### src/rtl/dsb_pkg.sv
package dsb_pkg;
  typedef enum logic {
    MODE_RD = 1'b0,
    MODE_WR = 1'b1
  } dsb_mode_e;
endpackage

### src/rtl/dsb_ack_fall.sv
module dsb_ack_fall #(
  parameter int unsigned W = 4
) (
  input  logic         clk_i,
  input  logic         rst_ni,
  input  logic [W-1:0] ack_i,
  output logic         fall_o
);
  logic [W-1:0] ack_q;

  always_ff @(posedge clk_i or negedge rst_ni) begin
    if (!rst_ni) ack_q <= '0;
    else         ack_q <= ack_i;
  end

  assign fall_o = |(ack_q & ~ack_i);
endmodule

### src/rtl/dsb_store.sv
module dsb_store #(
  parameter int unsigned NB = 4,
  parameter int unsigned DW = 8,
  localparam int unsigned IW = (NB > 1) ? $clog2(NB) : 1
) (
  input  logic           clk_i,
  input  logic           rst_ni,
  input  logic           we_i,
  input  logic [IW-1:0]  widx_i,
  input  logic [DW-1:0]  wdata_i,
  input  logic [IW-1:0]  ridx_i,
  output logic [DW-1:0]  rdata_o,
  output logic [NB*DW-1:0] flat_o
);
  logic [DW-1:0] lane_q [NB];

  for (genvar i = 0; i < NB; i++) begin : g_lane
    always_ff @(posedge clk_i or negedge rst_ni) begin
      if (!rst_ni)                          lane_q[i] <= '0;
      else if (we_i && widx_i == IW'(i))    lane_q[i] <= wdata_i;
    end
    assign flat_o[i*DW +: DW] = lane_q[i];
  end

  assign rdata_o = lane_q[ridx_i];
endmodule

### src/rtl/dsb_ctrl.sv
module dsb_ctrl
  import dsb_pkg::*;
#(
  parameter int unsigned NB = 4,
  localparam int unsigned IW = (NB > 1) ? $clog2(NB) : 1,
  localparam int unsigned CW = $clog2(NB + 1)
) (
  input  logic          clk_i,
  input  logic          rst_ni,
  input  logic          dir_wr_i,
  input  logic          ack_fall_i,
  input  logic          per_req_i,
  input  logic          fill_valid_i,
  input  logic          flush_done_i,
  input  logic          cmd_valid_i,
  input  logic          cmd_rd_i,
  output logic          per_stall_o,
  output logic          fill_ready_o,
  output logic          we_o,
  output logic          wsel_per_o,
  output logic [IW-1:0] widx_o,
  output logic [IW-1:0] ridx_o,
  output logic          flush_req_o,
  output logic [NB-1:0] flush_be_o,
  output logic          retry_o
);
  logic [CW-1:0] cnt_q, cnt_d;
  logic [IW-1:0] rd_ptr_q, rd_ptr_d;
  logic          pend_q, pend_d;
  dsb_mode_e     mode_q, mode_eff;
  logic          empty, full, is_wr, start_flush;
  logic          per_go, push, pop, fill;
  logic [CW-1:0] wsum;

  assign empty    = (cnt_q == '0);
  assign full     = (cnt_q == CW'(NB));
  // direction is free only when nothing is held
  assign mode_eff = (empty && !pend_q) ? dsb_mode_e'(dir_wr_i) : mode_q;
  assign is_wr    = (mode_eff == MODE_WR);

  assign start_flush = is_wr && !empty && !pend_q && (full || ack_fall_i);

  assign per_stall_o  = pend_q | start_flush | ack_fall_i | (is_wr ? full : empty);
  assign fill_ready_o = !is_wr && !full && !ack_fall_i && !pend_q;

  assign per_go = per_req_i & ~per_stall_o;
  assign push   = per_go & is_wr;
  assign pop    = per_go & ~is_wr;
  assign fill   = fill_valid_i & fill_ready_o;

  assign wsum       = CW'(rd_ptr_q) + cnt_q;
  assign we_o       = push | fill;
  assign wsel_per_o = is_wr;
  assign widx_o     = wsum[IW-1:0];
  assign ridx_o     = rd_ptr_q;

  assign flush_req_o = pend_q;
  assign retry_o     = cmd_valid_i & cmd_rd_i & (pend_q | start_flush);

  for (genvar i = 0; i < NB; i++) begin : g_be
    assign flush_be_o[i] = (CW'(i) < cnt_q);
  end

  always_comb begin
    cnt_d    = cnt_q;
    rd_ptr_d = rd_ptr_q;
    pend_d   = pend_q;
    if (pend_q) begin
      if (flush_done_i) begin
        cnt_d    = '0;
        rd_ptr_d = '0;
        pend_d   = 1'b0;
      end
    end else if (start_flush) begin
      pend_d = 1'b1;
    end else if (ack_fall_i && !is_wr) begin
      cnt_d    = '0;
      rd_ptr_d = '0;
    end else begin
      cnt_d = cnt_q + CW'(push | fill) - CW'(pop);
      if (pop) rd_ptr_d = rd_ptr_q + IW'(1);
      if (cnt_d == '0) rd_ptr_d = '0;
    end
  end

  always_ff @(posedge clk_i or negedge rst_ni) begin
    if (!rst_ni) begin
      cnt_q    <= '0;
      rd_ptr_q <= '0;
      pend_q   <= 1'b0;
      mode_q   <= MODE_RD;
    end else begin
      cnt_q    <= cnt_d;
      rd_ptr_q <= rd_ptr_d;
      pend_q   <= pend_d;
      mode_q   <= mode_eff;
    end
  end


  cap_bound_chk: assert property (@(posedge clk_i) disable iff (!rst_ni)
    cnt_q <= CW'(NB));


  rd_discard_chk: assert property (@(posedge clk_i) disable iff (!rst_ni)
    (ack_fall_i && mode_q == MODE_RD && !empty) |=> (cnt_q == '0 && !pend_q));


  full_flush_chk: assert property (@(posedge clk_i) disable iff (!rst_ni)
    (mode_q == MODE_WR && full && !pend_q) |=> pend_q);


  pend_hold_chk: assert property (@(posedge clk_i) disable iff (!rst_ni)
    (pend_q && !flush_done_i) |=> (pend_q && $stable(cnt_q)));


  pend_clear_chk: assert property (@(posedge clk_i) disable iff (!rst_ni)
    (pend_q && flush_done_i) |=> (!pend_q && cnt_q == '0));


  mode_hold_chk: assert property (@(posedge clk_i) disable iff (!rst_ni)
    !empty |=> $stable(mode_q));
endmodule

### src/rtl/dma_stage_buf.sv
module dma_stage_buf #(
  parameter int unsigned NUM_BYTES = 4,
  parameter int unsigned BYTE_W    = 8,
  parameter int unsigned NUM_CH    = 4,
  localparam int unsigned IW = (NUM_BYTES > 1) ? $clog2(NUM_BYTES) : 1,
  localparam int unsigned WW = NUM_BYTES * BYTE_W
) (
  input  logic              clk_i,
  input  logic              rst_ni,
  input  logic [NUM_CH-1:0] chan_ack_i,
  input  logic              dir_wr_i,
  input  logic              per_req_i,
  input  logic [BYTE_W-1:0] per_wdata_i,
  output logic [BYTE_W-1:0] per_rdata_o,
  output logic              per_stall_o,
  input  logic              sys_fill_valid_i,
  input  logic [BYTE_W-1:0] sys_fill_data_i,
  output logic              sys_fill_ready_o,
  output logic              sys_flush_req_o,
  output logic [WW-1:0]     sys_flush_data_o,
  output logic [NUM_BYTES-1:0] sys_flush_be_o,
  input  logic              sys_flush_done_i,
  input  logic              sys_cmd_valid_i,
  input  logic              sys_cmd_rd_i,
  output logic              sys_retry_o
);
  logic              ack_fall;
  logic              we, wsel_per;
  logic [IW-1:0]     widx, ridx;
  logic [BYTE_W-1:0] wdata;

  dsb_ack_fall #(.W(NUM_CH)) u_fall (
    .clk_i  (clk_i),
    .rst_ni (rst_ni),
    .ack_i  (chan_ack_i),
    .fall_o (ack_fall)
  );

  dsb_ctrl #(.NB(NUM_BYTES)) u_ctrl (
    .clk_i        (clk_i),
    .rst_ni       (rst_ni),
    .dir_wr_i     (dir_wr_i),
    .ack_fall_i   (ack_fall),
    .per_req_i    (per_req_i),
    .fill_valid_i (sys_fill_valid_i),
    .flush_done_i (sys_flush_done_i),
    .cmd_valid_i  (sys_cmd_valid_i),
    .cmd_rd_i     (sys_cmd_rd_i),
    .per_stall_o  (per_stall_o),
    .fill_ready_o (sys_fill_ready_o),
    .we_o         (we),
    .wsel_per_o   (wsel_per),
    .widx_o       (widx),
    .ridx_o       (ridx),
    .flush_req_o  (sys_flush_req_o),
    .flush_be_o   (sys_flush_be_o),
    .retry_o      (sys_retry_o)
  );

  assign wdata = wsel_per ? per_wdata_i : sys_fill_data_i;

  dsb_store #(.NB(NUM_BYTES), .DW(BYTE_W)) u_store (
    .clk_i   (clk_i),
    .rst_ni  (rst_ni),
    .we_i    (we),
    .widx_i  (widx),
    .wdata_i (wdata),
    .ridx_i  (ridx),
    .rdata_o (per_rdata_o),
    .flat_o  (sys_flush_data_o)
  );


  wr_no_retry_chk: assert property (@(posedge clk_i) disable iff (!rst_ni)
    (sys_cmd_valid_i && !sys_cmd_rd_i && sys_flush_req_o) |-> !sys_retry_o);


  be_dense_chk: assert property (@(posedge clk_i) disable iff (!rst_ni)
    sys_flush_req_o |-> (sys_flush_be_o != '0 && ((sys_flush_be_o + 1'b1) & sys_flush_be_o) == '0));
endmodule

### config.mk
export PLATFORM = sky130hd
export DESIGN_NAME = dma_stage_buf
export DESIGN_NICKNAME = d
export VERILOG_FILES = /design/src/rtl/dsb_pkg.sv /design/src/rtl/dsb_ack_fall.sv /design/src/rtl/dsb_store.sv /design/src/rtl/dsb_ctrl.sv /design/src/rtl/dma_stage_buf.sv
export SDC_FILE = /design/constraint.sdc
export NUM_CORES = 1
export LEC_CHECK = 0
export ABC_AREA = 1
export BUFFER_PORTS_ARGS = -buffer_cell sky130_fd_sc_hd__buf_2
export CORE_MARGIN = 1
export CORE_UTILIZATION = 46
export DETAILED_ROUTE_END_ITERATION = 10
export PLACE_DENSITY = 0.76
export SKIP_CTS_REPAIR_TIMING = 1
export SLEW_MARGIN = 0
export SYNTH_ARGS = -nofsm -noshare
export SYNTH_HDL_FRONTEND = slang
export SYNTH_SLANG_ARGS = --single-unit
export TNS_END_PERCENT = 10
### constraint.sdc
create_clock -name clk_i -period 2.9 [get_ports clk_i]
set_clock_uncertainty 0.1 [all_clocks]
set_input_delay 0.725 -clock clk_i [delete_from_list [all_inputs] [get_ports clk_i]]
set_output_delay 0.725 -clock clk_i [all_outputs]
set_load 0.01 [all_outputs]
==> run summary, run 1 <==
Status = finished, violations left
Failing checks = setup timing
Largest net degree at the start of global routing = 44
Synth Cell Area = 2380 um^2
Clock root cell = clkbuf_8
RSZ-0062 raised after global routing = yes
Post-synth top area cell = dfrtp_1
Die Span X = 74.0 um
Placed Cells = 459
Total wire length = 6320 um
Sequential fraction of the synthesis area = 45.2%
WP data required = 3000 ps
Most used cell, CP = nand2_2
DR WL/cell = 13.4 um
Fin cells = 472
DRC = 0
Worst R2R Setup Slack = -140 ps
Met3 GRT Util = 5.15%
Worst R2R Path Depth = 22
Worst setup SP type = input port
Met1 Usage GRT = 34.4%
Initial core utilization = 49.1%
Synthesized instance count = 308
Worst setup path end = u_ctrl.ridx_o[1]
Reg power frac = 27.2%
Reg2Reg Launch Point = u_ctrl.cnt_q[0]
Maximum clock path buffer count = 2
Reg clk slew, reported paths = 80 ps
FF-to-FF End = u_ctrl.ridx_o[1]
Switching power = 1.86 mW
Leakage power = 1.80 nW
Finish-stage setup viols = 2
Synth area leaders = dfrtp_1 (45%), nand2_1 (17%), nand3_1 (8.0%), inv_1 (3.6%), o21ai_0 (3.6%)
Max-slew headroom = 38.5%
Post-route design area = 3160 um^2
HPWL Detailed = 4740 um
Grt total ovfl = 0
Combinational cell fraction of total power = 60.8%
Synth warnings = 0
Routed vias/inst = 5.25
Crit-path cells = buf_2 -> inv_8 -> nand2_2 -> nand2_2 -> nor2_4 -> nand2_2 -> buf_4 -> nor3_4 -> nand2_1 -> nand2_4 -> inv_4 -> ha_4 -> inv_2 -> ha_4 -> inv_2 -> fa_2 -> xnor2_2 -> nand3_2 -> nand3_2 -> inv_1 -> nand2_2 -> nand2_2 -> nand2_1 -> nand2_1
Port bufs = 75
Clk_lat worst skew = 300 ps
Total GRT Usage = 24.0%
Crit. End Element = register
Vias = 2480
Crit share post-route = 105%
Nets = 438
Clock power frac = 12.0%
Vias in the first global route = 2061
Sw Share = 48.0%
Number of synthesized register bits = 43
Crit path from = chan_ack_i[3]
CP Class = input port to register
Slowest cell on the critical path = fa_2
Cell-internal power = 2.01 mW
Core box area = 4850 um^2
Max incr delay on CP = 340 ps
Hold Fails Final Rpt = 0
Maximum vdd ir drop = 0.553 mV
GRT met2 Usage = 36.6%
Highest clock rate = 0.328 GHz
Row cnt = 25
Drt first pass iters = 5
Worst Tran Pin Value = 922 ps
Die Span Y = 74.0 um
Dpl ws = -504 ps
Syn nets = 342
Num CTS Buffers = 5
Yosys cell types = 27
Layout cells sized above 1 = 37.0%
Min Tclk post-route = 3050 ps
Clock sink count = 43
Antenna Violating Nets Remaining = 0
Crit-path max FO = 3
Final Max Slew Viols = 0
Final GP Congestion = 0.855
Busiest grt layer = met2
IO Pins = 76
Area delta synth->final = 32.7%
CTS HTree Levels = 2
Synth top area share = 45.2%
Max cap viols = 0
Mean area per synthesized cell = 7.73 um^2
Core Util, Final = 65.2%
Setup ws final = -146 ps
Diode count = 0
Worst Hold Class = register to register
Initial antenna violation count = 0
Number of fill cells = 415
Worst EP arrival = 3140 ps
Area after DPL = 3000 um^2
CTS tree = yes
Power after layout = 3.87 mW
Pwr/cell area = 1230 nW/um^2
Die area = 5470 um^2
Initial DRC Count = 192
First-pass GRT wire length = 9920 um
-- critical path, delay by kind of cell --
| kind | cells | cell delay, ps |
|---|---|---|
| and+or+nand+nor | 13 | 1030 |
| buffers and inverters | 7 | 490 |
| xor gates and xnor gates | 1 | 190 |
| adders and majority gates | 3 | 690 |
-- cell usage after synthesis, drive strengths merged --
cell and n:
ha 5, a21oi 1, nand2 117, o21ai 18
nor3 2, buf 7, xor2 1, inv 25
dfrtp 43, nor2 27, fa 1, xnor2 3
o22ai 11, clkbuf 3, nand3 42, nand4 2
-- cell type report --
type | count | area [um^2] | share of cell area [%]
tap | 67 | 83.8 | 2.65
inverter | 25 | 111 | 3.52
clock buffer | 5 | 68.8 | 2.18
sequential | 43 | 1080 | 34.1
timing repair buffer | 99 | 556 | 17.6
multi-input combinational | 230 | 1220 | 38.6
clock inverter | 3 | 43.8 | 1.39
-- layout by cell type (no fill, tap or decap), types with 3 or more instances in the layout --
master    netlist  routed
clkbuf_8        0       5
o22ai_1        11      11
nand3_2         4       6
nand2_1       111     103
nor2_4          4       5
buf_2           2      75
nand2_2         5      13
inv_2           2       5
inv_1          23      17
o21ai_0        17      17
dfrtp_1        43      41
buf_4           1      24
ha_1            5       3
nor2_1         21      20
nand3_1        38      36
-- worst min path at each step --
stage | start | end | depth (start not counted)
finish | u_store.flat_o[15] | u_store.flat_o[15] | 2
global route | u_store.flat_o[15] | u_store.flat_o[15] | 2
CTS | u_store.flat_o[15] | u_store.flat_o[15] | 2
detailed placement | u_store.flat_o[15] | u_store.flat_o[15] | 2
global placement | u_store.flat_o[15] | u_store.flat_o[15] | 2
floorplan | rst_ni | u_ctrl.cnt_q[0] | 0
-- flip-flops by register name, summed over array words and instances (netlist names) --
name,count
u_store.flat_o,32
u_fall.ack_q,4
u_ctrl.cnt_q,3
u_ctrl.ridx_o,2
u_ctrl.flush_req_o,1
u_ctrl.mode_q,1
-- kinds of logic (layout without fill, tap and decap cells) --
kind of cell    after synthesis  in the layout  share of synthesized area [%]
simple gates                190            190                           35.8
flops                        43             43                           45.2
buf+inv                      35            132                           7.20
compound gates               30             30                           6.88
fa+ha+maj                     6              6                           3.47
xor+xnor                      4              4                           1.47
-- per-layer routing --
metal / part of all wire (%) / routed length (um) / vias up
met3: 8.0 / 507 / 14
met1: 44 / 2780 / 1143
met5: 0 / 0 / -
met2: 46 / 2910 / 137
li1: - / - / 1186
met4: 1.9 / 117 / 0
-- stage by stage --
step	hold slack [ps]	TNS [ps]
after CTS	399	-400
after detailed placement	378	-1360
after global routing	421	-712
after global placement	377	-908
final	393	-286
after floorplan	329	-1010
-- power by group through the flow --
stage | logic (mW) | clock network, mW | registers [mW]
CTS | 2.25 | 0.468 | 1.04
finish | 2.36 | 0.466 | 1.05
global route | 2.62 | 0.485 | 1.08
detailed placement | 2.24 | 0 | 1.05
global placement | 2.18 | 0 | 1.04
floorplan | 1.37 | 0 | 1.11
No activity file was read; power rests on OpenSTA's default activity.
==> inputs of run 2 (changes only) <==
Settings changed: CORE_ASPECT_RATIO set to 0.9, CORE_UTILIZATION 46 to 35, PLACE_DENSITY 0.76 to 0.61.
==> run summary, run 2 (same netlist as run 1, synthesis figures left out) <==
Pwr/cell area = 1210 nW/um^2
Max cap viols = 0
Crit share post-route = 103%
Final Hold Slack = 273 ps
Highest clock rate = 0.333 GHz
Switching power = 1.91 mW
Hold Fails Final Rpt = 0
Reg clk slew, reported paths = 80 ps
Antenna Violating Nets Remaining = 0
Core box area = 6590 um^2
First-pass GRT wire length = 10600 um
Crit. End Element = register
Status = finished, violations left
DR WL/cell = 13.7 um
Worst Tran Pin Value = 473 ps
Num CTS Buffers = 5
Min Tclk post-route = 3000 ps
Total GRT Usage = 20.1%
Initial core utilization = 36.2%
Worst Hold Class = input port to async pin
Most used cell, CP = nand2_2
IO Pins = 76
WP data required = 2990 ps
Drt first pass iters = 5
Grt total ovfl = 0
Power after layout = 3.83 mW
HPWL Detailed = 5110 um
CTS tree = yes
Initial DRC Count = 186
Max FFs per register = 32
Clock sink count = 43
Clock root cell = clkbuf_8
Die Span Y = 80.3 um
Port bufs = 75
Crit-path max FO = 3
Vias in the first global route = 2137
Area delta synth->final = 33.3%
Clock power frac = 9.9%
Finish-stage setup viols = 2
DRC = 0
Initial antenna violation count = 0
Routed vias/inst = 4.81
Slowest cell on the critical path = fa_2
Row cnt = 28
RSZ-0062 raised after global routing = yes
Most frequent cells in the layout = nand2_1 (98), buf_2 (73), dfrtp_1 (42)
Setup ws final = -99.6 ps
Max incr delay on CP = 340 ps
Sw Share = 49.8%
Cell-internal power = 1.92 mW
Worst EP arrival = 3090 ps
Die area = 7140 um^2
Reg power frac = 27.3%
Commonest non-fill, non-tap cell in the layout = nand2_1
Failing checks = setup timing
Total wire length = 6760 um
Clk_lat worst skew = 300 ps
Die Span X = 89.0 um
Max-slew headroom = 68.5%
Worst path bufs/invs = 6
Layout cells sized above 1 = 37.7%
Vias = 2370
Leakage power = 1.78 nW
Diode count = 0
Largest net degree at the start of global routing = 37
Crit-path leading delay family = simple AND/OR/NAND/NOR gates
CTS HTree Levels = 2
Worst setup SP type = input port
CP Class = input port to register
Maximum clock path buffer count = 2
Combinational cell fraction of total power = 62.9%
Nets = 436
Final Max Slew Viols = 0
Final GP Congestion = 0.828
Maximum vdd ir drop = 0.511 mV
run 2: cell types whose count changed in the layout (fill, tap and decap cells not counted), sizes merged:
cell	before	now
clkbuf	5	6
clkinvlp	0	1
clkinv	2	1
buf	99	97
bufinv	1	0
run 2: worst register-to-register path: cells and delay by family, from the launching register on:
family | cells | cell delay, ps
buffers and inverters | 5 | 300
xor gates and xnor gates | 1 | 200
adders and majority gates | 3 | 670
DFF | 1 | 410
and+or+nand+nor | 13 | 1210
run 2: worst paths after layout:
kind                               startpoint                  to  slack [ps]  depth (start not counted)
setup / recovery                chan_ack_i[3]    u_ctrl.ridx_o[1]        -100                         25
min in group clk_i         u_store.flat_o[15]  u_store.flat_o[15]         400                          2
hold reg to reg            u_store.flat_o[15]  u_store.flat_o[15]         400                          2
setup reg to reg              u_ctrl.cnt_q[0]    u_ctrl.ridx_o[1]        -100                         22
hold / removal                         rst_ni  u_store.flat_o[29]         270                          1
max in group asynchronous              rst_ni   u_store.flat_o[9]        1730                          2
run 2: layer usage:
metal | vias to the layer above | global-route usage (%) | routed length (um)
met5 | - | 0 | 0
met4 | 0 | 6.67 | 110
met3 | 12 | 3.60 | 428
met2 | 94 | 30.2 | 2950
met1 | 1086 | 28.9 | 3280
li1 | 1178 | - | -
run 2: area by class of cell:
class / instances / area [um^2]
clock inverter: 2 / 12.5
clock buffer: 6 / 72.6
inverter: 25 / 114
multi-input combinational: 230 / 1240
fill: 714 / 3410
timing repair buffer: 97 / 546
tap: 90 / 113
sequential: 43 / 1080
run 2: power by group through the flow:
| stage | clock (mW) | sequential (mW) | combinational [mW] |
|---|---|---|---|
| 5_1_grt | 0.415 | 1.08 | 2.66 |
| 6_report | 0.378 | 1.04 | 2.41 |
| 3_3_place_gp | 0 | 1.04 | 2.24 |
| 2_1_floorplan | 0 | 1.11 | 1.37 |
| 3_5_place_dp | 0 | 1.05 | 2.28 |
| 4_1_cts | 0.389 | 1.04 | 2.28 |
run 2: metrics by stage:
step           worst slack (ps)  cell area (um^2)  instances  utilization (%)  TNS [ps]
6_report                  -99.6              3180        493             48.2      -184
3_5_place_dp               -488              3030        482             46.0     -1280
2_1_floorplan              -430              2470        308                -     -1010
4_1_cts                    -168              3110        490             47.2      -330
5_1_grt                    -291              3180        493             48.2      -656
3_3_place_gp               -403              3030        482             46.0      -982
